File: src/rtl/gpio8_pkg.sv
package gpio8_pkg;

  localparam int PIN_W = 8;

  // Word index of the control registers (address bits [4:2] above 0x400)
  typedef enum logic [2:0] {
    IDX_DIR   = 3'd0,
    IDX_SENSE = 3'd1,
    IDX_BOTH  = 3'd2,
    IDX_POL   = 3'd3,
    IDX_IE    = 3'd4,
    IDX_RIS   = 3'd5,
    IDX_MIS   = 3'd6,
    IDX_CLR   = 3'd7
  } reg_idx_e;

  typedef struct packed {
    logic [PIN_W-1:0] dir;
    logic [PIN_W-1:0] sense;
    logic [PIN_W-1:0] both;
    logic [PIN_W-1:0] pol;
    logic [PIN_W-1:0] ie;
  } pin_cfg_t;

endpackage

File: src/rtl/gpio8_sync.sv
module gpio8_sync #(
  parameter int NPIN   = 8,
  parameter int STAGES = 2
) (
  input  logic            clk,
  input  logic            rst_n,
  input  logic [NPIN-1:0] async_in,
  output logic [NPIN-1:0] sync_out,
  output logic [NPIN-1:0] prev_out
);

  logic [NPIN-1:0] stage_q [STAGES];
  logic [NPIN-1:0] stage_d [STAGES];
  logic [NPIN-1:0] prev_q;
  logic [NPIN-1:0] prev_d;

  for (genvar s = 0; s < STAGES; s++) begin : g_stage
    if (s == 0) begin : g_first
      assign stage_d[s] = async_in;
    end else begin : g_next
      assign stage_d[s] = stage_q[s-1];
    end

    always_ff @(posedge clk or negedge rst_n) begin
      if (!rst_n) begin
        stage_q[s] <= '0;
      end else begin
        stage_q[s] <= stage_d[s];
      end
    end
  end

  assign prev_d = stage_q[STAGES-1];

  always_ff @(posedge clk or negedge rst_n) begin
    if (!rst_n) begin
      prev_q <= '0;
    end else begin
      prev_q <= prev_d;
    end
  end

  assign sync_out = stage_q[STAGES-1];
  assign prev_out = prev_q;

endmodule

File: src/rtl/gpio8_detect.sv
module gpio8_detect
  import gpio8_pkg::*;
#(
  parameter int NPIN = PIN_W
) (
  input  logic            clk,
  input  logic            rst_n,
  input  pin_cfg_t        cfg,
  input  logic [NPIN-1:0] sync_in,
  input  logic [NPIN-1:0] prev_in,
  input  logic [NPIN-1:0] clr_v,
  output logic [NPIN-1:0] evt_vec,
  output logic [NPIN-1:0] edge_q,
  output logic [NPIN-1:0] raw_st
);

  logic [NPIN-1:0] edge_d;

  for (genvar i = 0; i < NPIN; i++) begin : g_pin
    logic rise;
    logic fall;
    logic hit;

    assign rise = sync_in[i] & ~prev_in[i];
    assign fall = ~sync_in[i] & prev_in[i];

    always_comb begin
      if (cfg.both[i]) begin
        hit = rise | fall;
      end else if (cfg.pol[i]) begin
        hit = rise;
      end else begin
        hit = fall;
      end
    end

    // Edge events count only on edge-sensed pins; a new event wins over a clear
    assign evt_vec[i] = ~cfg.sense[i] & hit;
    assign edge_d[i]  = evt_vec[i] | (edge_q[i] & ~clr_v[i]);

    always_ff @(posedge clk or negedge rst_n) begin
      if (!rst_n) begin
        edge_q[i] <= 1'b0;
      end else begin
        edge_q[i] <= edge_d[i];
      end
    end

    assign raw_st[i] = cfg.sense[i] ? ~(sync_in[i] ^ cfg.pol[i]) : edge_q[i];
  end

endmodule

File: src/rtl/gpio8_regs.sv
module gpio8_regs
  import gpio8_pkg::*;
#(
  parameter int NPIN   = PIN_W,
  parameter int ADDR_W = 12
) (
  input  logic              clk,
  input  logic              rst_n,
  input  logic              bus_we,
  input  logic [ADDR_W-1:0] bus_addr,
  input  logic [NPIN-1:0]   bus_wdata,
  input  logic [NPIN-1:0]   sync_in,
  input  logic [NPIN-1:0]   raw_st,
  output pin_cfg_t          cfg,
  output logic [NPIN-1:0]   dout_q,
  output logic [NPIN-1:0]   clr_v,
  output logic [NPIN-1:0]   bus_rdata
);

  localparam int MASK_LO = 2;
  localparam int MASK_HI = MASK_LO + NPIN - 1;
  localparam int PAGE_LO = MASK_HI + 1;

  logic              aligned;
  logic              win_hit;
  logic              reg_hit;
  logic [NPIN-1:0]   lane_mask;
  reg_idx_e          idx;
  logic [NPIN-1:0]   dout_d;
  logic              dout_en;
  pin_cfg_t          cfg_d;
  logic              cfg_en;
  logic [NPIN-1:0]   mis;
  logic [NPIN-1:0]   pin_view;

  assign aligned   = (bus_addr[1:0] == 2'b00);
  assign lane_mask = bus_addr[MASK_HI:MASK_LO];
  assign idx       = reg_idx_e'(bus_addr[4:2]);
  assign win_hit   = aligned && (bus_addr[ADDR_W-1:PAGE_LO] == '0);
  assign reg_hit   = aligned
                   && (bus_addr[ADDR_W-1:PAGE_LO] == (ADDR_W-PAGE_LO)'(1))
                   && (bus_addr[MASK_HI:5] == '0);

  // Data register: lane-masked update
  always_comb begin
    dout_en = bus_we && win_hit;
    dout_d  = (dout_q & ~lane_mask) | (bus_wdata & lane_mask);
  end

  always_ff @(posedge clk or negedge rst_n) begin
    if (!rst_n) begin
      dout_q <= '0;
    end else if (dout_en) begin
      dout_q <= dout_d;
    end
  end

  // Control registers
  always_comb begin
    cfg_d  = cfg;
    cfg_en = bus_we && reg_hit;
    unique case (idx)
      IDX_DIR:   cfg_d.dir   = bus_wdata;
      IDX_SENSE: cfg_d.sense = bus_wdata;
      IDX_BOTH:  cfg_d.both  = bus_wdata;
      IDX_POL:   cfg_d.pol   = bus_wdata;
      IDX_IE:    cfg_d.ie    = bus_wdata;
      default:   cfg_en      = 1'b0;
    endcase
  end

  always_ff @(posedge clk or negedge rst_n) begin
    if (!rst_n) begin
      cfg <= '0;
    end else if (cfg_en) begin
      cfg <= cfg_d;
    end
  end

  // Write-one-to-clear pulses
  assign clr_v = (bus_we && reg_hit && idx == IDX_CLR) ? bus_wdata : '0;

  assign mis      = raw_st & cfg.ie;
  assign pin_view = (cfg.dir & dout_q) | (~cfg.dir & sync_in);

  always_comb begin
    bus_rdata = '0;
    if (win_hit) begin
      bus_rdata = pin_view & lane_mask;
    end else if (reg_hit) begin
      unique case (idx)
        IDX_DIR:   bus_rdata = cfg.dir;
        IDX_SENSE: bus_rdata = cfg.sense;
        IDX_BOTH:  bus_rdata = cfg.both;
        IDX_POL:   bus_rdata = cfg.pol;
        IDX_IE:    bus_rdata = cfg.ie;
        IDX_RIS:   bus_rdata = raw_st;
        IDX_MIS:   bus_rdata = mis;
        default:   bus_rdata = '0;
      endcase
    end
  end

endmodule

File: src/rtl/gpio8_irq.sv
module gpio8_irq
  import gpio8_pkg::*;
#(
  parameter int ADDR_W      = 12,
  parameter int SYNC_STAGES = 2
) (
  input  logic              clk,
  input  logic              rst_n,
  input  logic              bus_we,
  input  logic [ADDR_W-1:0] bus_addr,
  input  logic [PIN_W-1:0]  bus_wdata,
  output logic [PIN_W-1:0]  bus_rdata,
  input  logic [PIN_W-1:0]  pin_in,
  output logic [PIN_W-1:0]  pin_out,
  output logic [PIN_W-1:0]  pin_oe,
  output logic              irq_out
);

  logic             rst_meta_q;
  logic             rst_sync_n;
  logic [PIN_W-1:0] sync_v;
  logic [PIN_W-1:0] prev_v;
  logic [PIN_W-1:0] clr_v;
  logic [PIN_W-1:0] evt_vec;
  logic [PIN_W-1:0] edge_q;
  logic [PIN_W-1:0] raw_st;
  logic [PIN_W-1:0] dout_q;
  logic [PIN_W-1:0] ie_q;
  pin_cfg_t         cfg;

  // Asynchronous assert, synchronous release
  always_ff @(posedge clk or negedge rst_n) begin
    if (!rst_n) begin
      rst_meta_q <= 1'b0;
      rst_sync_n <= 1'b0;
    end else begin
      rst_meta_q <= 1'b1;
      rst_sync_n <= rst_meta_q;
    end
  end

  gpio8_sync #(.NPIN(PIN_W), .STAGES(SYNC_STAGES)) u_sync (
    .clk      (clk),
    .rst_n    (rst_sync_n),
    .async_in (pin_in),
    .sync_out (sync_v),
    .prev_out (prev_v)
  );

  gpio8_detect #(.NPIN(PIN_W)) u_detect (
    .clk     (clk),
    .rst_n   (rst_sync_n),
    .cfg     (cfg),
    .sync_in (sync_v),
    .prev_in (prev_v),
    .clr_v   (clr_v),
    .evt_vec (evt_vec),
    .edge_q  (edge_q),
    .raw_st  (raw_st)
  );

  gpio8_regs #(.NPIN(PIN_W), .ADDR_W(ADDR_W)) u_regs (
    .clk       (clk),
    .rst_n     (rst_sync_n),
    .bus_we    (bus_we),
    .bus_addr  (bus_addr),
    .bus_wdata (bus_wdata),
    .sync_in   (sync_v),
    .raw_st    (raw_st),
    .cfg       (cfg),
    .dout_q    (dout_q),
    .clr_v     (clr_v),
    .bus_rdata (bus_rdata)
  );

  assign ie_q    = cfg.ie;
  assign pin_out = dout_q;
  assign pin_oe  = cfg.dir;
  assign irq_out = |(raw_st & ie_q);

endmodule

File: config.mk
export PLATFORM = sky130hd
export DESIGN_NAME = gpio8_irq
export DESIGN_NICKNAME = d
export VERILOG_FILES = /design/src/rtl/gpio8_pkg.sv /design/src/rtl/gpio8_sync.sv /design/src/rtl/gpio8_detect.sv /design/src/rtl/gpio8_regs.sv /design/src/rtl/gpio8_irq.sv
export SDC_FILE = /design/constraint.sdc
export NUM_CORES = 1
export LEC_CHECK = 0
export BUFFER_PORTS_ARGS = -buffer_cell sky130_fd_sc_hd__buf_2
export CAP_MARGIN = 20
export CORE_MARGIN = 2
export CORE_UTILIZATION = 50
export DETAILED_ROUTE_END_ITERATION = 10
export MAX_ROUTING_LAYER = met4
export PLACE_DENSITY = 0.7
export RECOVER_POWER = 100
export SLEW_MARGIN = 20
export SYNTH_ARGS = -nofsm -noshare
export SYNTH_HDL_FRONTEND = slang
export SYNTH_SLANG_ARGS = --single-unit
File: constraint.sdc
create_clock -name clk -period 5.7 [get_ports clk]
set_input_delay 0.285 -clock clk [delete_from_list [all_inputs] [get_ports clk]]
set_output_delay 0.285 -clock clk [all_outputs]
set_load 0.005 [all_outputs]
=== Word-level counts from Yosys, hierarchy flattened ===
Cells that the tools add are included.

* Flip-flop bits (word level): 82
* Input port bits: 31
* Output and inout port bits: 25
* Logic and storage cells: 179

* Equality and inequality tests: 8
* Mux-type cells: 29
* Bitwise operators: 106
* Reduce and logical (&&, ||, !) cells: 17

{| class="wikitable"
|+ Operators by type and width
! operator !! number
|-
| one-hot mux 8 bit (7 select lines) || 1
|-
| AND 8 bit || 6
|-
| inverter 1 bit || 40
|-
| AND 1 bit || 32
|-
| two-way mux 1 bit || 25
|-
| two-way mux 8 bit || 3
|-
| inverter 8 bit || 2
|-
| bitwise OR 1 bit || 16
|-
| bitwise OR 8 bit || 2
|-
| == test 3 bit, second input constant || 4
|-
| AND reduction 2 bit || 5
|-
| OR reduction 8 bit || 1
|-
| XOR 1 bit || 8
|-
| == test 3 x 2 -> 1 bit, second input constant || 2
|-
| logical AND 1 bit || 6
|-
| logical NOT 5 bit || 1
|-
| OR reduction 5 bit || 1
|-
| logical NOT 2 bit || 2
|-
| == test 3 x 1 -> 1 bit, second input constant || 1
|-
| logical NOT 3 bit || 1
|-
| == test 2 x 1 -> 1 bit, second input constant || 1
|}

=== Depth between registers and ports, before layout ===
Gate-level depths: netlist of the first run.

* Depth after elaboration: 9
* Gate-level depth with buffers: 7
* Mapped depth without buffers: 5

=== By module ===
Synthesis of the first run repeated with hierarchy kept, for this count alone.

* Cell total of the unflattened synthesis: 354
* Area total of the unflattened synthesis: 4,275.4 um2

{| class="wikitable"
|+ Modules (own cells, without submodules)
! module !! instances !! cells each !! area each (um2) !! seq. area each (um2)
|-
| gpio8_regs || 1 || 210 || 2,688.8 || 1,201.2
|-
| gpio8_detect || 1 || 112 || 895.9 || 200.2
|-
| gpio8_sync || 1 || 24 || 600.6 || 600.6
|-
| gpio8_irq || 1 || 8 || 90.1 || 50.0
|}

=== Worst setup path before layout of the first run ===
OpenSTA, ideal clock, no wires.

* Path type: input -> register
* From: input bus_addr[5]
* To: register u_regs.cfg[32] (netlist name)
* Library setup time: 0.125 ns
* Data arrival time: 1.690 ns
* Required time: 5.575 ns
* Slack: 3.885 ns
* Stages: 6
* Buffers on the path: 1
* Cells stage by stage: nor4_1 and4b_2 nand3b_4 or3_1 buf_6 mux2_4

* Word-level cells in the longest chain between the ends: 5

{| class="wikitable"
|+ Ends and longest elaborated chain
! element !! line !! source
|-
| start, declared || gpio8_irq.sv:10 || <nowiki>input logic [ADDR_W-1:0] bus_addr,</nowiki>
|-
| logical NOT 5 bit || gpio8_regs.sv:42 || <nowiki>&& (bus_addr[MASK_HI:5] == '0);</nowiki>
|-
| logical AND 1 bit || gpio8_regs.sv:42 ||
|-
| logical AND 1 bit || gpio8_regs.sv:61 || <nowiki>cfg_en = bus_we && reg_hit;</nowiki>
|-
| two-way mux 1 bit || gpio8_regs.sv:62 || <nowiki>unique case (idx)</nowiki>
|-
| AND reduction 2 bit (no line) || - ||
|}

Every way passes these cells.
A chain may end at the register's enable or synchronous reset.

=== Worst setup path in the final report of the first run ===
* From: input bus_addr[4]
* To: output bus_rdata[4]

* Word-level cells in the longest chain between the ends: 4
* Elaborated cells on any way between the ends: 10
* Classes of those cells: eq/ne (6); mux (3); reduce/logical (1)

{| class="wikitable"
|+ Ends and longest elaborated chain
! element !! line !! source
|-
| == test 3 bit, or another cell as far along || gpio8_regs.sv:91 || <nowiki>unique case (idx)</nowiki>
|-
| one-hot mux 8 bit (7 select lines) (*) || gpio8_regs.sv:91 ||
|-
| two-way mux 8 bit (*) || gpio8_regs.sv:90 || <nowiki>end else if (reg_hit) begin</nowiki>
|-
| two-way mux 8 bit (*) || gpio8_regs.sv:88 || <nowiki>if (win_hit) begin</nowiki>
|-
| end, declared || gpio8_irq.sv:12 || <nowiki>output logic [PIN_W-1:0] bus_rdata,</nowiki>
|}

Every way passes the cells marked *; elsewhere a longest branch is shown, timed or not.

==> impl_summary.txt, run 1 <==
----------------------------------------------------
[Outcome]
  Result of the run ... finished, violations left
  Failing checks ... capacitance limit, slew limit

[Detailed routing]
  Final routed wire length divided by cell count ... 18.3 µm
  Detailed router's first-iteration violation count ... 184
  Wire length reported by the detailed router ... 9600 µm
  Count of unresolved DRC violations after routing ... 0
  Via count of the routed design ... 3006
  Antenna-violating nets left ... 0
  Number of detailed-route iterations in the first pass ... 5
  Vias per Instance ... 5.73

[STA]
  Actual transition at the worst max-transition pin ... 1.71 ns
  Total negative slack for setup checks ... 0 ns
  Fmax ... 332 MHz
  Setup repair after global routing missed its margin ... no
  Tcrit/Tclk final ... 52.9%
  Rel. slew slack ... -14.3%
  Fin. Hold Viols ... 0
  Min Tclk post-route ... 3.02 ns
  Final number of max-transition violations ... 62
  Clk_skew ... 0.00929 ns
  Setup violation total in the final timing report ... 0

[Synthesis]
  Synthesized net count ... 414
  Post-synth cell types ... 38
  Post-Synthesis Cell Area ... 0.00425 mm²
  Instance count of the mapped netlist ... 367
  Synthesis warning total ... 0
  Sequential element share of the synthesized area ... 48.3%
  Flop and latch count out of synthesis ... 82
  Post-synthesis average cell area ... 11.6 µm²

[Min path]
  Number of cells on the worst hold path ... 1
  Kind of path behind the tightest hold check ... input port to register
  Hold_sp ... pin_in[6]
  Hold EP ... u_sync.stage_d[6]$_DFF_PN0_

[Placed design]
  Dpl cells ... 508
  Last weighted congestion value of the routability-driven placer ... 0.791
  Total half-perimeter wirelength after legalization and detailed placement ... 6480 µm
  Count of buffers inserted at the top-level ports ... 55
  Total cell area at the placement stage ... 0.00455 mm²

[Pwr]
  Net load switching power ... 0.269 mW
  Switching part of the total power ... 22.7%
  Peak supply drop ... 0.000162 V
  Internal power ... 0.914 mW
  Clock group share of total power ... 39.4%
  Combinational power share ... 7.8%
  Total power divided by cell area ... 252 mW/mm²
  Static Leak ... 2.18 nW
  Power share of the sequential group ... 52.8%

[Global routing]
  Initial antenna violation count ... 0
  Number of global-route vias before repair ... 2983
  Largest net degree at the start of global routing ... 81
  Total Routing Usage GR ... 22.8%
  First-pass GRT wire length ... 15300 µm
  GR Overflow Total ... 0

[Critical path]
  WP data arrival ... 2.73 ns
  Peak fanout along the critical path ... 20
  Classification of the worst setup path ... input port to primary output
  Cell-by-cell trace of the critical path ... clkbuf_1 > clkinv_1 > nor3_1 > a22oi_1 > a31oi_1 > a31o_2 > buf_2
  Standard cell with the maximum stage delay on the critical path ... clkbuf_1
  R2R Path End ... u_sync.stage_d[4]$_DFF_PN0_
  Worst flop-to-flop path startpoint ... rst_sync_n$_DFF_PN0_
  Endpoint required time on the critical path ... 5.41 ns
  R2R depth ... 0
  Delay of the slowest cell on the worst path ... 0.71 ns
  Slack of the worst reg-to-reg path ... 4.15 ns
  Startpoint of the most critical setup path ... bus_addr[4]
  Endpoint type of the worst setup path ... primary output
  Category of the worst setup path launch point ... input port

[Cells and area]
  Antenna Cells ... 0
  Final core utilization ... 57.1%
  Summed area of non-filler cells in the final layout ... 0.00469 mm²
  Share of layout cells above drive strength 1 ... 25.5%
  Net count of the finished layout ... 463
  Final cell count without fillers ... 525
  Area growth, synth to finish ... 10.4%

[Floorplanning]
  Horizontal extent of the die ... 96.2 µm
  Boundary Pins ... 56
  Placeable core region ... 0.00822 mm²
  Std-Cell Rows ... 33
  Area enclosed by the die boundary ... 0.00926 mm²
  Die height ... 96.2 µm
  Starting density of the core ... 51.7%

[Clocking]
  Number of gates resized after cts ... 0
  Clock tree root buffer cell ... clkbuf_8
  TritonCTS buffer count ... 9
  Clock insertion delay at the later pin of the skew report ... 0.34 ns
  TritonCTS clock tree ... built
  Clock slew at reported path FFs ... 0.08 ns
  Clock tree buffer depth ... 2
  Clock Sink Count ... 82
  H-tree depth reported by CTS ... 3

[Job]
  Count of maximum capacitance violations ... 4

----------------------------------------------------
[Yosys cell counts, drive strengths merged]
library cell,n,share of area (%)
a21o,8,1.4
a22oi,7,1.2
a31o,3,0.62
a31oi,13,1.9
and2,1,0.15
and3,2,0.29
and4b,1,0.26
buf,13,2.1
clkbuf,7,0.62
clkinv,1,0.088
conb,1,0.088
dfrtp,82,48
ha,16,4.7
inv,17,1.5
mux2,65,18
mux2i,12,2.8
nand2,37,3.3
nand2b,1,0.15
nand3,9,1.1
nand3b,4,1.0
nand4,1,0.15
nor2,11,1.0
nor2b,2,0.29
nor3,2,0.24
nor3b,3,1.2
nor4,2,0.44
o21a,5,0.88
o21ai,24,2.8
o2bb2ai,8,1.6
or3,1,0.15
xnor2,8,1.6
[registers in the layout (all words and copies together), names as in the netlist, named ones only]
name             flops
rst_meta_q           1
u_regs.cfg          40
u_sync.prev_out      8
u_detect.edge_q      8
u_sync.sync_out      8
rst_sync_n           1
u_sync.stage_d       8
[worst max-delay path by stage]
stage	endpoint	slack, ns	cells after the start
6_report	bus_rdata[4]	2.68	7
5_1_grt	bus_rdata[4]	2.44	7
4_1_cts	bus_rdata[2]	3.28	7
3_5_place_dp	u_regs.cfg[33]$_DFFE_PN0P_	3.12	6
3_3_place_gp	u_regs.cfg[34]$_DFFE_PN0P_	3.11	6
2_1_floorplan	asynchronous set/reset pin	3.25	0
[through the flow]
stage               total power [mW]  hold slack [ns]  worst slack [ns]
floorplan                      0.684          -0.0106              3.25
global placement               0.726           0.0693              3.11
detailed placement             0.731           0.0715              3.12
CTS                             1.20           0.0285              3.28
global route                    1.23           0.0231              2.44
finish                          1.18           0.0396              2.68
[power groups by stage]
stage	Combinational (mW)	Sequential, mW	Clock (mW)
2_1_floorplan	0.0479	0.636	0
3_3_place_gp	0.0854	0.640	0
3_5_place_dp	0.0889	0.642	0
4_1_cts	0.0898	0.630	0.476
5_1_grt	0.105	0.628	0.500
6_report	0.0927	0.624	0.466
[cell type report]
cell class / count / area, µm²
clock inverter: 2 / 60.1
fill: 728 / 3520
timing repair buffer: 58 / 290
clock buffer: 13 / 159
multi-input combinational: 247 / 1930
sequential: 82 / 2050
tap: 105 / 131
inverter: 18 / 67.6
[repair_timing]
| action | 4_1_cts | 5_1_grt |
|---|---|---|
| hold buffers | 1 | 0 |
| setup buffers | 0 | 0 |
| hold endpoints to repair | 2 | 0 |
[metal layers]
layer  vias up  track usage [%]  part of all wire, %
li1       1396                -                    -
met1      1508             31.0                   47
met2        87             35.4                   48
met3        15             3.13                  4.2
met4         0             7.86                  1.4
met5         -                -                    0
[critical path: cells and delay by family]
family	cells	cell delay, ns
buffers and inverters	3	1.44
AO/OA/AOI/OAI	3	0.49
AND/OR/NAND/NOR	1	0.50
[kinds of logic (layout without fill, tap and decap cells)]
group / count (synthesis) / after routing / synth area share (%)
AOI/OAI and AO/OA: 68 / 68 / 10.5
xor gates and xnor gates: 8 / 8 / 1.65
adders and majority gates: 16 / 16 / 4.71
buffers and inverters: 38 / 91 / 4.36
DFF: 82 / 82 / 48.3
muxes: 77 / 77 / 20.7
other: 1 / 1 / 0.0882
and+or+nand+nor: 77 / 77 / 9.65
[cells in the final DEF (no fill, tap or decap), types with 4 or more instances in the layout]
cell       instances
a21o_1             8
nand3_1            9
dfrtp_1           82
clkbuf_8          11
a22oi_1            7
a31oi_1           13
inv_1             17
clkbuf_1          24
buf_2             34
mux2i_1           12
mux2_2            56
o21ai_0           24
o21a_1             5
nand3b_1           4
xnor2_1            8
nand2_1           37
o2bb2ai_1          8
mux2_1             9
nor2_1            11
ha_1              16
Power figures use the tool's default switching activity.
==> run 2: changes to the inputs <==
--- a/config.mk
+++ b/config.mk
@@ -11,7 +11,7 @@
 export CORE_UTILIZATION = 50
 export DETAILED_ROUTE_END_ITERATION = 10
 export MAX_ROUTING_LAYER = met4
-export PLACE_DENSITY = 0.7
+export PLACE_DENSITY = 0.72
 export RECOVER_POWER = 100
 export SLEW_MARGIN = 20
 export SYNTH_ARGS = -nofsm -noshare
==> constraint.sdc (replaced) <==
create_clock -name clk -period 2.45 [get_ports clk]
set_input_delay 0.1225 -clock clk [delete_from_list [all_inputs] [get_ports clk]]
set_output_delay 0.1225 -clock clk [all_outputs]
set_load 0.005 [all_outputs]
==> run 2 against run 1 <==
Compared with the run above: largest power group unchanged; final area rose by 2.6%; global-route usage is 0.67 points higher; largest cell class unchanged; the run still ends with capacitance limit, slew limit left; register-to-register slack got worse by 3.3 ns; combinational power rose to 2.5 times the previous value; setup slack got worse by 2.2 ns; sequential power is 130% higher.
==> impl_summary.txt, run 2 (synthesis results as in run 1) <==
----------------------------------------------------
[Outcome]
  Result of the run ... finished, violations left
  Failing checks ... capacitance limit, slew limit

[Clocking]
  TritonCTS clock tree ... built
  Clock tree buffer depth ... 2
  Clock tree root buffer cell ... clkbuf_8
  H-tree depth reported by CTS ... 3
  Number of gates resized after cts ... 0
  Clock Sink Count ... 82
  Clock slew at reported path FFs ... 0.09 ns
  Number of buffers inserted by post-CTS setup repair ... 0
  Clock insertion delay at the later pin of the skew report ... 0.36 ns
  TritonCTS buffer count ... 9

[Detailed routing]
  Count of unresolved DRC violations after routing ... 0
  Antenna-violating nets left ... 0
  Detailed router's first-iteration violation count ... 134
  Via count of the routed design ... 3035
  Number of detailed-route iterations in the first pass ... 4
  WL met3 ... 452 µm
  Routed length on met1 ... 4370 µm
  Wire length reported by the detailed router ... 9590 µm
  DR WL met2 ... 4590 µm
  Highest routed layer ... met4
  Vias per Instance ... 5.55
  Final routed wire length divided by cell count ... 17.5 µm

[STA]
  Rel. slew slack ... -0.450%
  Min Tclk post-route ... 1.99 ns
  Least setup slack across all paths after layout ... 0.461 ns
  Fin. Hold Viols ... 0
  Tcrit/Tclk final ... 81.2%
  Worst hold margin ... 0.0675 ns
  Clk_skew ... 0.00796 ns
  Setup repair after global routing missed its margin ... no
  Fmax ... 503 MHz
  Actual transition at the worst max-transition pin ... 1.51 ns
  Final number of max-transition violations ... 36
  Total negative slack for setup checks ... 0 ns
  Setup violation total in the final timing report ... 0

[Pwr]
  Clock group share of total power ... 36.4%
  Net load switching power ... 0.663 mW
  Static Leak ... 2.26 nW
  Power share of the sequential group ... 54.9%
  Total power divided by cell area ... 549 mW/mm²
  Internal power ... 1.98 mW
  Peak supply drop ... 0.000414 V
  Combinational power share ... 8.8%
  Switching part of the total power ... 25.1%

[Cells and area]
  Antenna Cells ... 0
  Net count of the finished layout ... 484
  Area growth, synth to finish ... 13.3%
  Max FFs per register ... 40
  Register with the most flip-flops ... u_regs.cfg
  Share of layout cells above drive strength 1 ... 26.5%
  Top library cells by usage in the layout, fill and taps aside ... 82 x dfrtp_1, 52 x mux2_2, 40 x buf_2
  Most common library cell in the layout ignoring fill and taps ... dfrtp_1

[Floorplanning]
  Boundary Pins ... 56
  Die height ... 96.2 µm
  Starting density of the core ... 51.7%
  Std-Cell Rows ... 33
  Placeable core region ... 0.00822 mm²
  Horizontal extent of the die ... 96.2 µm
  Area enclosed by the die boundary ... 0.00926 mm²

[Critical path]
  Cell-by-cell trace of the critical path ... xnor2_1 > mux2_1 > a31oi_1 > o21a_1 > o21ai_0 > buf_2
  WP data arrival ... 1.87 ns
  Number of buffers and inverters on the critical path ... 1
  Delay of the slowest cell on the worst path ... 0.43 ns
  Endpoint type of the worst setup path ... primary output
  Cell family contributing the most delay on the critical path ... flip-flops
  Peak fanout along the critical path ... 4
  Category of the worst setup path launch point ... register
  Classification of the worst setup path ... register to primary output
  Standard cell with the maximum stage delay on the critical path ... dfrtp_1
  Endpoint required time on the critical path ... 2.33 ns

[Job]
  Count of maximum capacitance violations ... 1

[Global routing]
  Number of global-route vias before repair ... 3028
  Total Routing Usage GR ... 23.5%
  First-pass GRT wire length ... 15500 µm
  GR Overflow Total ... 0
  Largest net degree at the start of global routing ... 46
  Initial antenna violation count ... 0

[Placed design]
  Last weighted congestion value of the routability-driven placer ... 0.824
  Worst setup slack before clock tree synthesis ... 0.268 ns
  Total half-perimeter wirelength after legalization and detailed placement ... 6870 µm
  Count of buffers inserted at the top-level ports ... 55

[Min path]
  Kind of path behind the tightest hold check ... input port to asynchronous set/reset pin

----------------------------------------------------
-- run 2: stage by stage --
| step | util (%) | total power [mW] | instance area (µm²) | std cells |
|---|---|---|---|---|
| after global placement | 56.8 | 1.70 | 4670 | 522 |
| after global routing | 58.6 | 2.76 | 4820 | 547 |
| after CTS | 60.2 | 2.69 | 4950 | 547 |
| after floorplan | - | 1.59 | 4250 | 367 |
| final | 58.6 | 2.65 | 4820 | 547 |
| after detailed placement | 56.8 | 1.71 | 4670 | 522 |
-- run 2: final timing paths --
path | start | endpoint | slack, ns | cells after the start
worst min-delay path | rst_n | rst_meta_q$_DFF_PN0_ | 0.07 | 2
min in group clk | bus_wdata[0] | u_regs.cfg[32]$_DFFE_PN0P_ | 0.09 | 2
worst max register to register | rst_sync_n$_DFF_PN0_ | u_regs.cfg[14]$_DFFE_PN0P_ | 0.90 | 1
worst max-delay path | u_regs.cfg[15]$_DFFE_PN0P_ | bus_rdata[7] | 0.46 | 6
worst min register to register | u_sync.stage_d[0]$_DFF_PN0_ | u_sync.sync_out[0]$_DFF_PN0_ | 0.34 | 0
max in group asynchronous | rst_sync_n$_DFF_PN0_ | u_regs.cfg[14]$_DFFE_PN0P_ | 0.90 | 1
-- run 2: metal layers --
metal  track usage (%)  vias to the layer above
met5                 -                        -
met4              9.05                        0
met3              4.39                       14
met2              38.4                       84
met1              29.0                     1504
li1                  -                     1433
-- run 2: cell type report --
cell class | count | area, µm²
fillers | 709 | 3400
flip-flops and latches | 82 | 2050
multi-input cells | 247 | 1930
repair buffers | 79 | 445
clock buffers | 11 | 131
well taps | 105 | 131
inverters | 18 | 67.6
clock inverters | 5 | 56.3
-- run 2: what timing repair did --
item | in CTS | in global routing
endpoints found under the hold margin | 10 | 0
hold buffers | 9 | 0
endpoints found under the setup margin | 0 | 0
-- run 2: power by group through the flow --
stage / Sequential [mW] / Clock, mW / Combinational [mW]
detailed placement: 1.48 / 0 / 0.233
CTS: 1.45 / 0.989 / 0.245
global route: 1.46 / 1.04 / 0.259
finish: 1.45 / 0.962 / 0.232
global placement: 1.48 / 0 / 0.226
floorplan: 1.48 / 0 / 0.111
==> run 3: changes to the inputs <==
==> constraint.sdc (replaced) <==
create_clock -name clk -period 1.75 [get_ports clk]
set_input_delay 0.0875 -clock clk [delete_from_list [all_inputs] [get_ports clk]]
set_output_delay 0.0875 -clock clk [all_outputs]
set_load 0.005 [all_outputs]
==> run 3 against run 2 <==
Compared with the run above: the flow finishes with violations (setup timing); cell count rose by 7.1%; largest cell class is now multi-input gates; combinational power rose by 72%; flip-flop and latch count did not move; critical endpoint is now bus_rdata[0].
==> impl_summary.txt, run 3 (synthesis results as in run 1) <==
----------------------------------------------------
[Floorplanning]
  Placeable core region ... 0.00822 mm²
  Area enclosed by the die boundary ... 0.00926 mm²
  Horizontal extent of the die ... 96.2 µm
  Starting density of the core ... 51.7%
  Die height ... 96.2 µm
  Boundary Pins ... 56
  Std-Cell Rows ... 33

[Clocking]
  Clock tree buffer depth ... 2
  Clock Sink Count ... 82
  H-tree depth reported by CTS ... 3
  Clock slew at reported path FFs ... 0.08 ns
  TritonCTS buffer count ... 9
  Clock tree root buffer cell ... clkbuf_8
  TritonCTS clock tree ... built
  Clock insertion delay at the later pin of the skew report ... 0.36 ns

[STA]
  Fmax ... 555 MHz
  Setup repair after global routing missed its margin ... yes
  Total negative slack for setup checks ... -0.216 ns
  Worst hold margin ... 0.0173 ns
  Clk_skew ... 0.00464 ns
  Rel. slew slack ... 51.1%
  Fin. Hold Viols ... 0
  Least setup slack across all paths after layout ... -0.0520 ns
  Setup violation total in the final timing report ... 6
  Tcrit/Tclk final ... 103%
  Actual transition at the worst max-transition pin ... 0.731 ns
  Final number of max-transition violations ... 0
  Min Tclk post-route ... 1.80 ns

[Detailed routing]
  Wire length reported by the detailed router ... 10800 µm
  Number of detailed-route iterations in the first pass ... 4
  Count of unresolved DRC violations after routing ... 0
  Detailed router's first-iteration violation count ... 191
  Via count of the routed design ... 3324
  Antenna-violating nets left ... 0
  Final routed wire length divided by cell count ... 18.4 µm
  Vias per Instance ... 5.67

[Critical path]
  Standard cell with the maximum stage delay on the critical path ... dfrtp_1
  Delay of the slowest cell on the worst path ... 0.41 ns
  Category of the worst setup path launch point ... register
  Number of buffers and inverters on the critical path ... 1
  WP data arrival ... 1.71 ns
  R2R depth ... 6
  Classification of the worst setup path ... register to primary output
  Endpoint type of the worst setup path ... primary output
  Stages on the worst setup path ... 6
  Slack of the worst reg-to-reg path ... 0.20 ns
  Cell family contributing the most delay on the critical path ... flip-flops
  Peak fanout along the critical path ... 2
  Endpoint required time on the critical path ... 1.66 ns
  Cell-by-cell trace of the critical path ... xnor2_1 > mux2_4 > nand3_2 > a31oi_2 > a31o_2 > buf_2

[Pwr]
  Peak supply drop ... 0.000379 V
  Total power divided by cell area ... 769 mW/mm²
  Static Leak ... 2.66 nW

[Global routing]
  Largest net degree at the start of global routing ... 44
  Initial antenna violation count ... 0
  Number of global-route vias before repair ... 3351
  First-pass GRT wire length ... 17000 µm
  Total Routing Usage GR ... 26.2%
  GR Overflow Total ... 0

[Cells and area]
  Antenna Cells ... 0
  Top library cells by usage in the layout, fill and taps aside ... 82 x dfrtp_1, 53 x buf_2, 48 x mux2_2
  # fillers ... 639
  Max FFs per register ... 40
  Register with the most flip-flops ... u_regs.cfg
  Summed area of non-filler cells in the final layout ... 0.00537 mm²
  Area growth, synth to finish ... 26.3%
  Area of combinational cells with multiple inputs ... 0.00210 mm²
  Final cell count without fillers ... 586
  Share of layout cells above drive strength 1 ... 42.0%
  Net count of the finished layout ... 523
  Area taken by flip-flops and latches ... 0.00205 mm²
  Most common library cell in the layout ignoring fill and taps ... dfrtp_1
  Final core utilization ... 65.4%

[Job]
  Count of maximum capacitance violations ... 0

[Placed design]
  Count of buffers inserted at the top-level ports ... 55
  Total cell area at the placement stage ... 0.00485 mm²
  Last weighted congestion value of the routability-driven placer ... 0.899
  Dpl cells ... 543
  Total half-perimeter wirelength after legalization and detailed placement ... 7340 µm

[Outcome]
  Result of the run ... finished, violations left
  Failing checks ... setup timing

[Min path]
  Kind of path behind the tightest hold check ... input port to asynchronous set/reset pin

----------------------------------------------------
[run 3: path summary, 6_finish.rpt]
check                                        startpoint                           end
max                           u_regs.cfg[8]$_DFFE_PN0P_                  bus_rdata[0]
min                                               rst_n          rst_sync_n$_DFF_PN0_
max reg2reg                u_sync.sync_out[3]$_DFF_PN0_  u_detect.edge_q[3]$_DFF_PN0_
min reg2reg                        rst_sync_n$_DFF_PN0_   u_sync.stage_d[2]$_DFF_PN0_
max in group asynchronous          rst_sync_n$_DFF_PN0_    u_regs.cfg[30]$_DFFE_PN0P_
min in group clk                           bus_wdata[4]    u_regs.cfg[36]$_DFFE_PN0P_
[run 3: layout make-up]
type | count | share of cell area, %
Clock buffer | 10 | 2.56
Clock inverter | 6 | 2.10
Inverter | 18 | 1.26
Multi-Input combinational cell | 247 | 39.2
Sequential cell | 82 | 38.2
Tap cell | 105 | 2.45
Timing Repair Buffer | 118 | 14.2
[run 3: power by group]
part,total [mW],internal [mW],switching [mW]
clock network,1.72,0.992,0.726
logic,0.398,0.188,0.210
registers,2.01,1.96,0.0493
[run 3: timing repair]
| item | 4_1_cts | 5_1_grt |
|---|---|---|
| buffers inserted | 17 | 1 |
| setup endpoints to repair | 9 | 9 |
| endpoints found under the hold margin | 10 | 0 |
| hold buffers | 9 | 0 |
| gates resized for setup | 20 | 5 |
| pin swaps | 15 | 8 |
[run 3: worst register-to-register path: stages, from the launching register on]
cell	delay (ns)
dfrtp_1	0.40
clkbuf_4	0.14
buf_4	0.13
ha_1	0.19
mux2_2	0.26
o21ai_0	0.19
o2bb2ai_1	0.11
[run 3: metrics by stage]
step	setup slack, ns	power (mW)
6_report	-0.0520	4.13
2_1_floorplan	0.133	2.23
5_1_grt	-0.147	4.29
4_1_cts	-0.0515	4.15
3_3_place_gp	-0.141	2.41
3_5_place_dp	-0.249	2.42
[run 3: routing by layer]
metal | part of all wire (%) | vias to the layer above | track usage [%]
li1 | - | 1517 | -
met1 | 45 | 1658 | 32.7
met4 | 2.7 | 0 | 9.52
met3 | 5.4 | 32 | 7.05
met2 | 47 | 117 | 41.0
met5 | 0 | - | -
